--- src/rtl/blit_pkg.sv ---
package blit_pkg;

   typedef enum logic [1:0] {
      LAY_LINEAR = 2'd0,
      LAY_X      = 2'd1,
      LAY_Y      = 2'd2,
      LAY_T4     = 2'd3
   } layout_e;

   // tile mode codes placed in the fast packet header
   localparam logic [1:0] TM_LINEAR = 2'd0;
   localparam logic [1:0] TM_X      = 2'd1;
   localparam logic [1:0] TM_YMAJ   = 2'd2;

   localparam logic [31:0] OP_LOAD_REG = 32'h2200_0001;
   localparam logic [31:0] OP_FLUSH    = 32'h1300_0002;
   localparam logic [31:0] OP_FAST     = 32'h5040_0008;
   localparam logic [31:0] OP_COPY     = 32'h54C0_0006;
   localparam logic [31:0] OP_END      = 32'h0500_0000;

   localparam logic [1:0]  DEPTH_32    = 2'b11;
   localparam logic [7:0]  ROP_COPY    = 8'hCC;
   localparam logic [15:0] YSEL_MASK   = 16'h0003;

   localparam int FAST_SRC_TM_LSB = 20;
   localparam int FAST_DST_TM_LSB = 13;
   localparam int COPY_SRC_T_BIT  = 15;
   localparam int COPY_DST_T_BIT  = 11;

   localparam int LEN_W        = 5;
   localparam int LEN_FAST     = 14;
   localparam int LEN_NARROW   = 16;
   localparam int LEN_WIDE     = 18;
   localparam int LEG_PKT_BASE = 7;

endpackage

--- src/rtl/blit_side_decode.sv ---
module blit_side_decode
   import blit_pkg::*;
#(
   parameter int DIM_W = 16
) (
   input  logic [1:0]       lay,
   input  logic [DIM_W-1:0] width,
   output logic [1:0]       tile_mode,
   output logic             four_tile,
   output logic             tiled,
   output logic             y_sel,
   output logic [15:0]      pitch
);
   localparam int WB_W = DIM_W + 2;

   logic [WB_W-1:0] bytes_w;

   assign bytes_w   = {width, 2'b00};
   assign tiled     = (lay != LAY_LINEAR);
   assign four_tile = (lay == LAY_T4);
   assign y_sel     = (lay == LAY_Y);
   assign pitch     = tiled ? 16'(width) : bytes_w[15:0];

   always_comb begin
      unique case (lay)
         LAY_LINEAR: tile_mode = TM_LINEAR;
         LAY_X:      tile_mode = TM_X;
         default:    tile_mode = TM_YMAJ;
      endcase
   end
endmodule

--- src/rtl/blit_seq.sv ---
module blit_seq
   import blit_pkg::*;
(
   input  logic             clk,
   input  logic             rst_n,
   input  logic             start,
   input  logic [LEN_W-1:0] len_in,
   input  logic             out_ready,
   output logic             busy,
   output logic [LEN_W-1:0] idx,
   output logic             last
);
   logic [LEN_W-1:0] len_q;

   assign last = busy && (idx == len_q - 1'b1);

   always_ff @(posedge clk or negedge rst_n) begin
      if (!rst_n) begin
         busy  <= 1'b0;
         idx   <= '0;
         len_q <= '0;
      end else if (!busy) begin
         if (start) begin
            busy  <= 1'b1;
            idx   <= '0;
            len_q <= len_in;
         end
      end else if (out_ready) begin
         if (last) begin
            busy <= 1'b0;
            idx  <= '0;
         end else begin
            idx <= idx + 1'b1;
         end
      end
   end

   // the position does not move while the consumer stalls
   p_idx_hold_r12: assert property (@(posedge clk) disable iff (!rst_n)
      busy && !out_ready |=> busy && $stable(idx));

   // the terminator transfer returns the block to idle
   p_done_idle_r11: assert property (@(posedge clk) disable iff (!rst_n)
      busy && out_ready && last |=> !busy);

   // the position never runs past the chosen length
   p_idx_range_r3: assert property (@(posedge clk) disable iff (!rst_n)
      busy |-> idx < len_q);
endmodule

--- src/rtl/blit_word_sel.sv ---
module blit_word_sel
   import blit_pkg::*;
#(
   parameter logic [31:0] CACHE_REG = 32'h0002_2200,
   parameter logic [31:0] CACHE_VAL = 32'h0000_0606,
   parameter logic [31:0] TILE_REG  = 32'h0002_2280
) (
   input  logic             fast,
   input  logic             wide,
   input  logic [LEN_W-1:0] idx,
   input  logic [1:0]       src_tm,
   input  logic [1:0]       dst_tm,
   input  logic             src_t4,
   input  logic             dst_t4,
   input  logic             src_tiled,
   input  logic             dst_tiled,
   input  logic             src_y,
   input  logic             dst_y,
   input  logic [15:0]      src_pitch,
   input  logic [15:0]      dst_pitch,
   input  logic [31:0]      size_word,
   input  logic [31:0]      src_lo,
   input  logic [31:0]      src_hi,
   input  logic [31:0]      dst_lo,
   input  logic [31:0]      dst_hi,
   output logic [31:0]      word
);
   logic [LEN_W-1:0] pkt_pos;
   logic [LEN_W-1:0] slot;
   logic [LEN_W-1:0] pkt_len;

   assign pkt_pos = idx - LEN_W'(LEG_PKT_BASE);
   assign pkt_len = wide ? LEN_W'(10) : LEN_W'(8);
   // narrow packets skip the two high-address slots
   assign slot    = (wide || pkt_pos < LEN_W'(5)) ? pkt_pos : pkt_pos + 1'b1;

   always_comb begin
      word = '0;
      if (fast) begin
         case (idx)
            5'd0:  word = OP_LOAD_REG;
            5'd1:  word = CACHE_REG;
            5'd2:  word = CACHE_VAL;
            5'd3:  word = OP_FAST | (32'(src_tm) << FAST_SRC_TM_LSB)
                                  | (32'(dst_tm) << FAST_DST_TM_LSB);
            5'd4:  word = {src_t4, dst_t4, 4'b0000, DEPTH_32, 8'h00, dst_pitch};
            5'd6:  word = size_word;
            5'd7:  word = dst_lo;
            5'd8:  word = dst_hi;
            5'd10: word = {16'h0000, src_pitch};
            5'd11: word = src_lo;
            5'd12: word = src_hi;
            5'd13: word = OP_END;
            default: word = '0;
         endcase
      end else if (idx < LEN_W'(LEG_PKT_BASE)) begin
         case (idx)
            5'd0:    word = OP_LOAD_REG;
            5'd1:    word = TILE_REG;
            5'd2:    word = {YSEL_MASK, 14'h0000, dst_y, src_y};
            5'd3:    word = OP_FLUSH + {31'd0, wide};
            default: word = '0;
         endcase
      end else if (pkt_pos >= pkt_len) begin
         word = OP_END;
      end else begin
         case (slot)
            5'd0: word = (OP_COPY + (wide ? 32'd2 : 32'd0))
                         | (32'(src_tiled) << COPY_SRC_T_BIT)
                         | (32'(dst_tiled) << COPY_DST_T_BIT);
            5'd1: word = {6'b000000, DEPTH_32, ROP_COPY, dst_pitch};
            5'd3: word = size_word;
            5'd4: word = dst_lo;
            5'd5: word = dst_hi;
            5'd7: word = {16'h0000, src_pitch};
            5'd8: word = src_lo;
            5'd9: word = src_hi;
            default: word = '0;
         endcase
      end
   end
endmodule

--- src/rtl/blit_emit.sv ---
module blit_emit
   import blit_pkg::*;
#(
   parameter int          DIM_W     = 16,
   parameter int          ADDR_W    = 64,
   parameter logic [31:0] CACHE_REG = 32'h0002_2200,
   parameter logic [31:0] CACHE_VAL = 32'h0000_0606,
   parameter logic [31:0] TILE_REG  = 32'h0002_2280
) (
   input  logic              clk,
   input  logic              rst_n,
   input  logic              req_valid,
   output logic              req_ready,
   input  logic              req_fast,
   input  logic              req_wide,
   input  logic [1:0]        req_src_lay,
   input  logic [1:0]        req_dst_lay,
   input  logic [DIM_W-1:0]  req_width,
   input  logic [DIM_W-1:0]  req_height,
   input  logic [ADDR_W-1:0] req_src_addr,
   input  logic [ADDR_W-1:0] req_dst_addr,
   output logic              cmd_valid,
   input  logic              cmd_ready,
   output logic [31:0]       cmd_data,
   output logic              cmd_last
);
   localparam int NSIDE = 2;   // index 0 source, 1 destination

   initial begin
      assert (DIM_W >= 2 && DIM_W <= 16)
         else $error("blit_emit: DIM_W must lie in 2..16");
      assert (ADDR_W > 32 && ADDR_W <= 64)
         else $error("blit_emit: ADDR_W must lie in 33..64");
   end

   logic              busy, start, last;
   logic [LEN_W-1:0]  idx, len_in;
   logic              fast_q, wide_q;
   logic [1:0]        lay_q  [NSIDE];
   logic [ADDR_W-1:0] addr_q [NSIDE];
   logic [DIM_W-1:0]  width_q, height_q;

   logic [1:0]  side_tm    [NSIDE];
   logic        side_t4    [NSIDE];
   logic        side_tiled [NSIDE];
   logic        side_y     [NSIDE];
   logic [15:0] side_pitch [NSIDE];
   logic [31:0] side_lo    [NSIDE];
   logic [31:0] side_hi    [NSIDE];

   assign req_ready = !busy;
   assign start     = req_valid && !busy;
   assign len_in    = req_fast ? LEN_W'(LEN_FAST)
                    : (req_wide ? LEN_W'(LEN_WIDE) : LEN_W'(LEN_NARROW));

   always_ff @(posedge clk or negedge rst_n) begin
      if (!rst_n) begin
         fast_q    <= 1'b0;
         wide_q    <= 1'b0;
         lay_q[0]  <= '0;
         lay_q[1]  <= '0;
         addr_q[0] <= '0;
         addr_q[1] <= '0;
         width_q   <= '0;
         height_q  <= '0;
      end else if (start) begin
         fast_q    <= req_fast;
         wide_q    <= req_wide;
         lay_q[0]  <= req_src_lay;
         lay_q[1]  <= req_dst_lay;
         addr_q[0] <= req_src_addr;
         addr_q[1] <= req_dst_addr;
         width_q   <= req_width;
         height_q  <= req_height;
      end
   end

   for (genvar s = 0; s < NSIDE; s++) begin : g_side
      blit_side_decode #(.DIM_W(DIM_W)) u_dec (
         .lay       (lay_q[s]),
         .width     (width_q),
         .tile_mode (side_tm[s]),
         .four_tile (side_t4[s]),
         .tiled     (side_tiled[s]),
         .y_sel     (side_y[s]),
         .pitch     (side_pitch[s])
      );
      assign side_lo[s] = addr_q[s][31:0];
      if (ADDR_W == 64) begin : g_full
         assign side_hi[s] = addr_q[s][63:32];
      end else begin : g_part
         assign side_hi[s] = {{(64-ADDR_W){1'b0}}, addr_q[s][ADDR_W-1:32]};
      end
   end

   blit_seq u_seq (
      .clk       (clk),
      .rst_n     (rst_n),
      .start     (start),
      .len_in    (len_in),
      .out_ready (cmd_ready),
      .busy      (busy),
      .idx       (idx),
      .last      (last)
   );

   blit_word_sel #(
      .CACHE_REG (CACHE_REG),
      .CACHE_VAL (CACHE_VAL),
      .TILE_REG  (TILE_REG)
   ) u_sel (
      .fast      (fast_q),
      .wide      (wide_q),
      .idx       (idx),
      .src_tm    (side_tm[0]),
      .dst_tm    (side_tm[1]),
      .src_t4    (side_t4[0]),
      .dst_t4    (side_t4[1]),
      .src_tiled (side_tiled[0]),
      .dst_tiled (side_tiled[1]),
      .src_y     (side_y[0]),
      .dst_y     (side_y[1]),
      .src_pitch (side_pitch[0]),
      .dst_pitch (side_pitch[1]),
      .size_word ({16'(height_q), 16'(width_q)}),
      .src_lo    (side_lo[0]),
      .src_hi    (side_hi[0]),
      .dst_lo    (side_lo[1]),
      .dst_hi    (side_hi[1]),
      .word      (cmd_data)
   );

   assign cmd_valid = busy;
   assign cmd_last  = last;

   // a stalled word and its marker stay put
   p_stall_hold_r12: assert property (@(posedge clk) disable iff (!rst_n)
      cmd_valid && !cmd_ready |=> cmd_valid && $stable(cmd_data) && $stable(cmd_last));

   // the marked word is always the terminator
   p_end_on_last_r11: assert property (@(posedge clk) disable iff (!rst_n)
      cmd_valid && cmd_last |-> cmd_data == OP_END);

   // no descriptor is offered a slot while a stream is out
   p_busy_blocks_r2: assert property (@(posedge clk) disable iff (!rst_n)
      cmd_valid |-> !req_ready);

   // both formats open with a register load
   p_open_load_r3: assert property (@(posedge clk) disable iff (!rst_n)
      $rose(cmd_valid) |-> cmd_data == OP_LOAD_REG);
endmodule

--- config.mk ---
export PLATFORM = sky130hd
export DESIGN_NAME = blit_emit
export DESIGN_NICKNAME = d
export VERILOG_FILES = /design/src/rtl/blit_pkg.sv /design/src/rtl/blit_side_decode.sv /design/src/rtl/blit_seq.sv /design/src/rtl/blit_word_sel.sv /design/src/rtl/blit_emit.sv
export SDC_FILE = /design/constraint.sdc
export NUM_CORES = 1
export LEC_CHECK = 0
export CAP_MARGIN = 0
export CORE_MARGIN = 2
export CORE_UTILIZATION = 47
export CTS_CLUSTER_SIZE = 30
export DETAILED_ROUTE_END_ITERATION = 8
export GPL_TIMING_DRIVEN = 0
export MAX_ROUTING_LAYER = met4
export PLACE_DENSITY_LB_ADDON = 0.2
export SLEW_MARGIN = 20
export SYNTH_ARGS = -nofsm -noshare
export SYNTH_HDL_FRONTEND = slang
export SYNTH_SLANG_ARGS = --single-unit
--- constraint.sdc ---
create_clock -name clk -period 3.7 [get_ports clk]
set_clock_uncertainty 0.15 [all_clocks]
set_input_delay 0.555 -clock clk [delete_from_list [all_inputs] [get_ports clk]]
set_output_delay 0.555 -clock clk [all_outputs]
set_load 0.01 [all_outputs]
==> out/qor.yml <==
yosys_warnings: 0
clk_pin_slew_ns: 0.07
seq_area_frac_synth: 0.4143
path_buf_inv: 6
drv_slew: 0
startpoint: "u_seq.idx[0]"
dpl.hpwl_um: 31820
max-vdd-ir-drop_v: 0.0003931
ctsRootBufferMaster: "clkbuf_16"
antenna_found_initial: 1
switching_share: 0.4482
synthCells: 997
worstSetupStartpointType: "flop"
crit_chain: "buf_8 -> clkbuf_16 -> clkinv_8 -> ha_1 -> nor2_1 -> nor4_2 -> o31ai_4 -> buf_4 -> buf_6 -> o22ai_1 -> a21oi_1 -> a41oi_2 -> buf_2"
finalNetCount: 1525
synth.area.top_cells: "dfrtp_1, mux2_2, a22oi_1, a222oi_1, nand2_1"
leakage_nw: 6.321
netlist_area_um2: 10510
power.internal_mw: 7.152
layoutNonFillerInstCount: 1640
fin_crit_sh: 1.179
grt_max_degree: 97
maxSlewHeadroom: 0.2835
synthArstFlopShare: 1.000
grt_pass1_vias: 10940
synth_cell_types: 87
syn_to_final_growth_pct: 50.85
post-place-cells: 1483
cp_data_arrival_time_ns: 3.66
synth_edf_count: 0
timing.final.ws_setup_ns: -0.6625
cts_tree: "done"
fp-row-count: 54
wl_um: 48650
grt_usage: 0.4088
hold_violations: 27
max_freq_ghz: 0.2292
core_um2: 21890
vias: 11375
post-synth-top-count-cell: "dfrtp_1"
viasPerCell: 6.936
finalSetupViolations: 33
hold_class: "input pin to async pin"
failed_checks: "hold timing, setup timing"
die_height_um: 153.5
crit_family: "buffers and inverters"
crit_type: "flop to output pin"
end_kind: "output pin"
cts_buffer_depth: 2
ant_nets: 0
dr.pass1.iters: 8
synth_top_cell_by_area: "dfrtp_1"
totalPowerFinal_mw: 12.96
drt_iter0_drc: 1742
drc_errors: 0
cts_buffers: 17
synth_top_flop_cell: "dfrtp_1"
ys_ff_latch: 174
dieArea_um2: 23570
cap_viol_max_count: 0
utilization: 0.7242
power.share.sequential: 0.310
io_buffers: 204
die_w_um: 153.5
max_stage_delay_ns: 0.64
io_pins: 205
power_frac_comb: 0.543
htreeDepth: 4
max_slew.worst_pin.slew_ns: 1.075
routabilityCongestion: 1.014
globalRouteOverflowTotal: 0
finalSetupTns_ns: -17.54
power_density_nw_per_um2: 817.6
holdBufCountCts: 0
drive_gt1_frac: 0.4010
synth_common_cells: "dfrtp_1, mux2_2, nand2_1, a21oi_1, a22oi_1"
clock_sinks: 174
start_util: 0.4801
reg2reg_from: "u_seq.busy"
avgSynthCellArea_um2: 10.54
switchingPower_mw: 5.809
status: "finished, violations left"
grt_pass1_wl_um: 69930
crit_path_top_delay_cell: "nor4_2"
required_ns: 2.99
synth_fp_nets: 1176
synth_top_area_frac: 0.4143
rsz0062_at_grt: "true"
wl_per_cell_um: 29.66
hold_ws_ns: -0.02481
clock_latency_ns: 0.44
cp_max_fo: 6
pwr-share-clk: 0.147
period_needed_ns: 4.363
-- what timing repair did --
action                                  in CTS  in global routing
gates resized for setup                    313                103
pin swaps                                   61                 71
cloned                                       1                  2
buffers inserted                            84                 46
endpoints found under the setup margin      33                 33
-- cells by family (layout without fill, tap and decap cells) --
group | after synthesis | after routing | synth area share
AO/OA/AOI/OAI | 308 | 308 | 0.2283
XOR/XNOR | 14 | 14 | 0.01310
adder cells (fa/ha/maj) | 9 | 9 | 0.01071
buffers and inverters | 99 | 461 | 0.04321
flip-flops | 174 | 174 | 0.4143
multiplexers | 170 | 170 | 0.1810
other | 0 | 1 | 0
AND/OR/NAND/NOR | 223 | 223 | 0.1094
-- power groups by stage --
stage | sequential [mW] | clock [mW] | combinational [mW]
after floorplan | 3.50 | 0 | 3.49
after global placement | 3.91 | 0 | 5.09
after detailed placement | 3.92 | 0 | 5.16
after CTS | 3.92 | 1.91 | 6.17
after global routing | 4.09 | 1.99 | 7.31
final | 4.01 | 1.91 | 7.04
-- cells in the final DEF (no fill, tap or decap), drive strengths merged, types with 6 or more instances in the layout --
cell	instances
a211oi	8
a21o	10
a21oi	49
a221o	7
a221oi	23
a222oi	34
a22o	11
a22oi	46
a2bb2oi	6
a31oi	23
a32oi	9
and3	7
buf	199
clkbuf	62
clkdlybuf4s50	171
clkinv	10
dfrtp	174
ha	9
inv	19
mux2	160
mux2i	10
nand2	90
nand2b	8
nand3	20
nor2	34
nor3	7
o211ai	8
o21ai	35
o22ai	7
or2	6
or3	6
xnor2	10
-- worst reg2reg max path: cells and delay by family, from the launching register on --
kind | cells | cell delay, ns
and+or+nand+nor | 1 | 0.14
DFF | 1 | 0.45
buffers and inverters | 3 | 2.02
AOI/OAI and AO/OA | 1 | 0.25
-- metrics by stage --
step	worst slack, ns	area [um2]
4_1_cts	-0.6609	15070
2_1_floorplan	0.002856	10590
3_3_place_gp	-5.368	12980
5_1_grt	-0.7027	15850
3_5_place_dp	-1.529	13040
6_report	-0.6625	15850
-- final cells by class --
class | instances | area [um2]
multi-input combinational | 724 | 6558
antenna | 1 | 2.502
tap | 280 | 350.3
sequential | 174 | 4360
inverter | 15 | 81.33
timing repair buffer | 335 | 3283
clock inverter | 14 | 187.7
fill | 1597 | 6037
buffer | 79 | 591.8
clock buffer | 18 | 439.2
-- metal layers --
layer  wire length (um)  vias up  track usage
met1              18210     5502       0.5357
met5                  0        -            -
li1                   -     4597            -
met4               3147        0       0.2154
met3               6316      261       0.1048
met2              20980     1015       0.5839
-- registers in the layout, indices dropped and copies added, names as in the netlist --
signal	flops
u_seq.busy	1
height_q	16
wide_q	1
u_seq.idx	5
addr_q	128
lay_q	4
u_seq.len_q	3
width_q	16
-- worst paths after layout --
path / end / depth (start not counted) / slack, ns
setup / recovery: cmd_data[1] / 13 / -0.66
hold / removal: u_seq.busy / 1 / -0.02
setup reg to reg: height_q[12] / 5 / 0.53
hold reg to reg: addr_q[127] / 1 / 0.39
max in group asynchronous: addr_q[92] / 2 / 2.55
min in group clk: addr_q[127] / 1 / 0.39
Note: power is estimated with default switching activity, not from simulation.
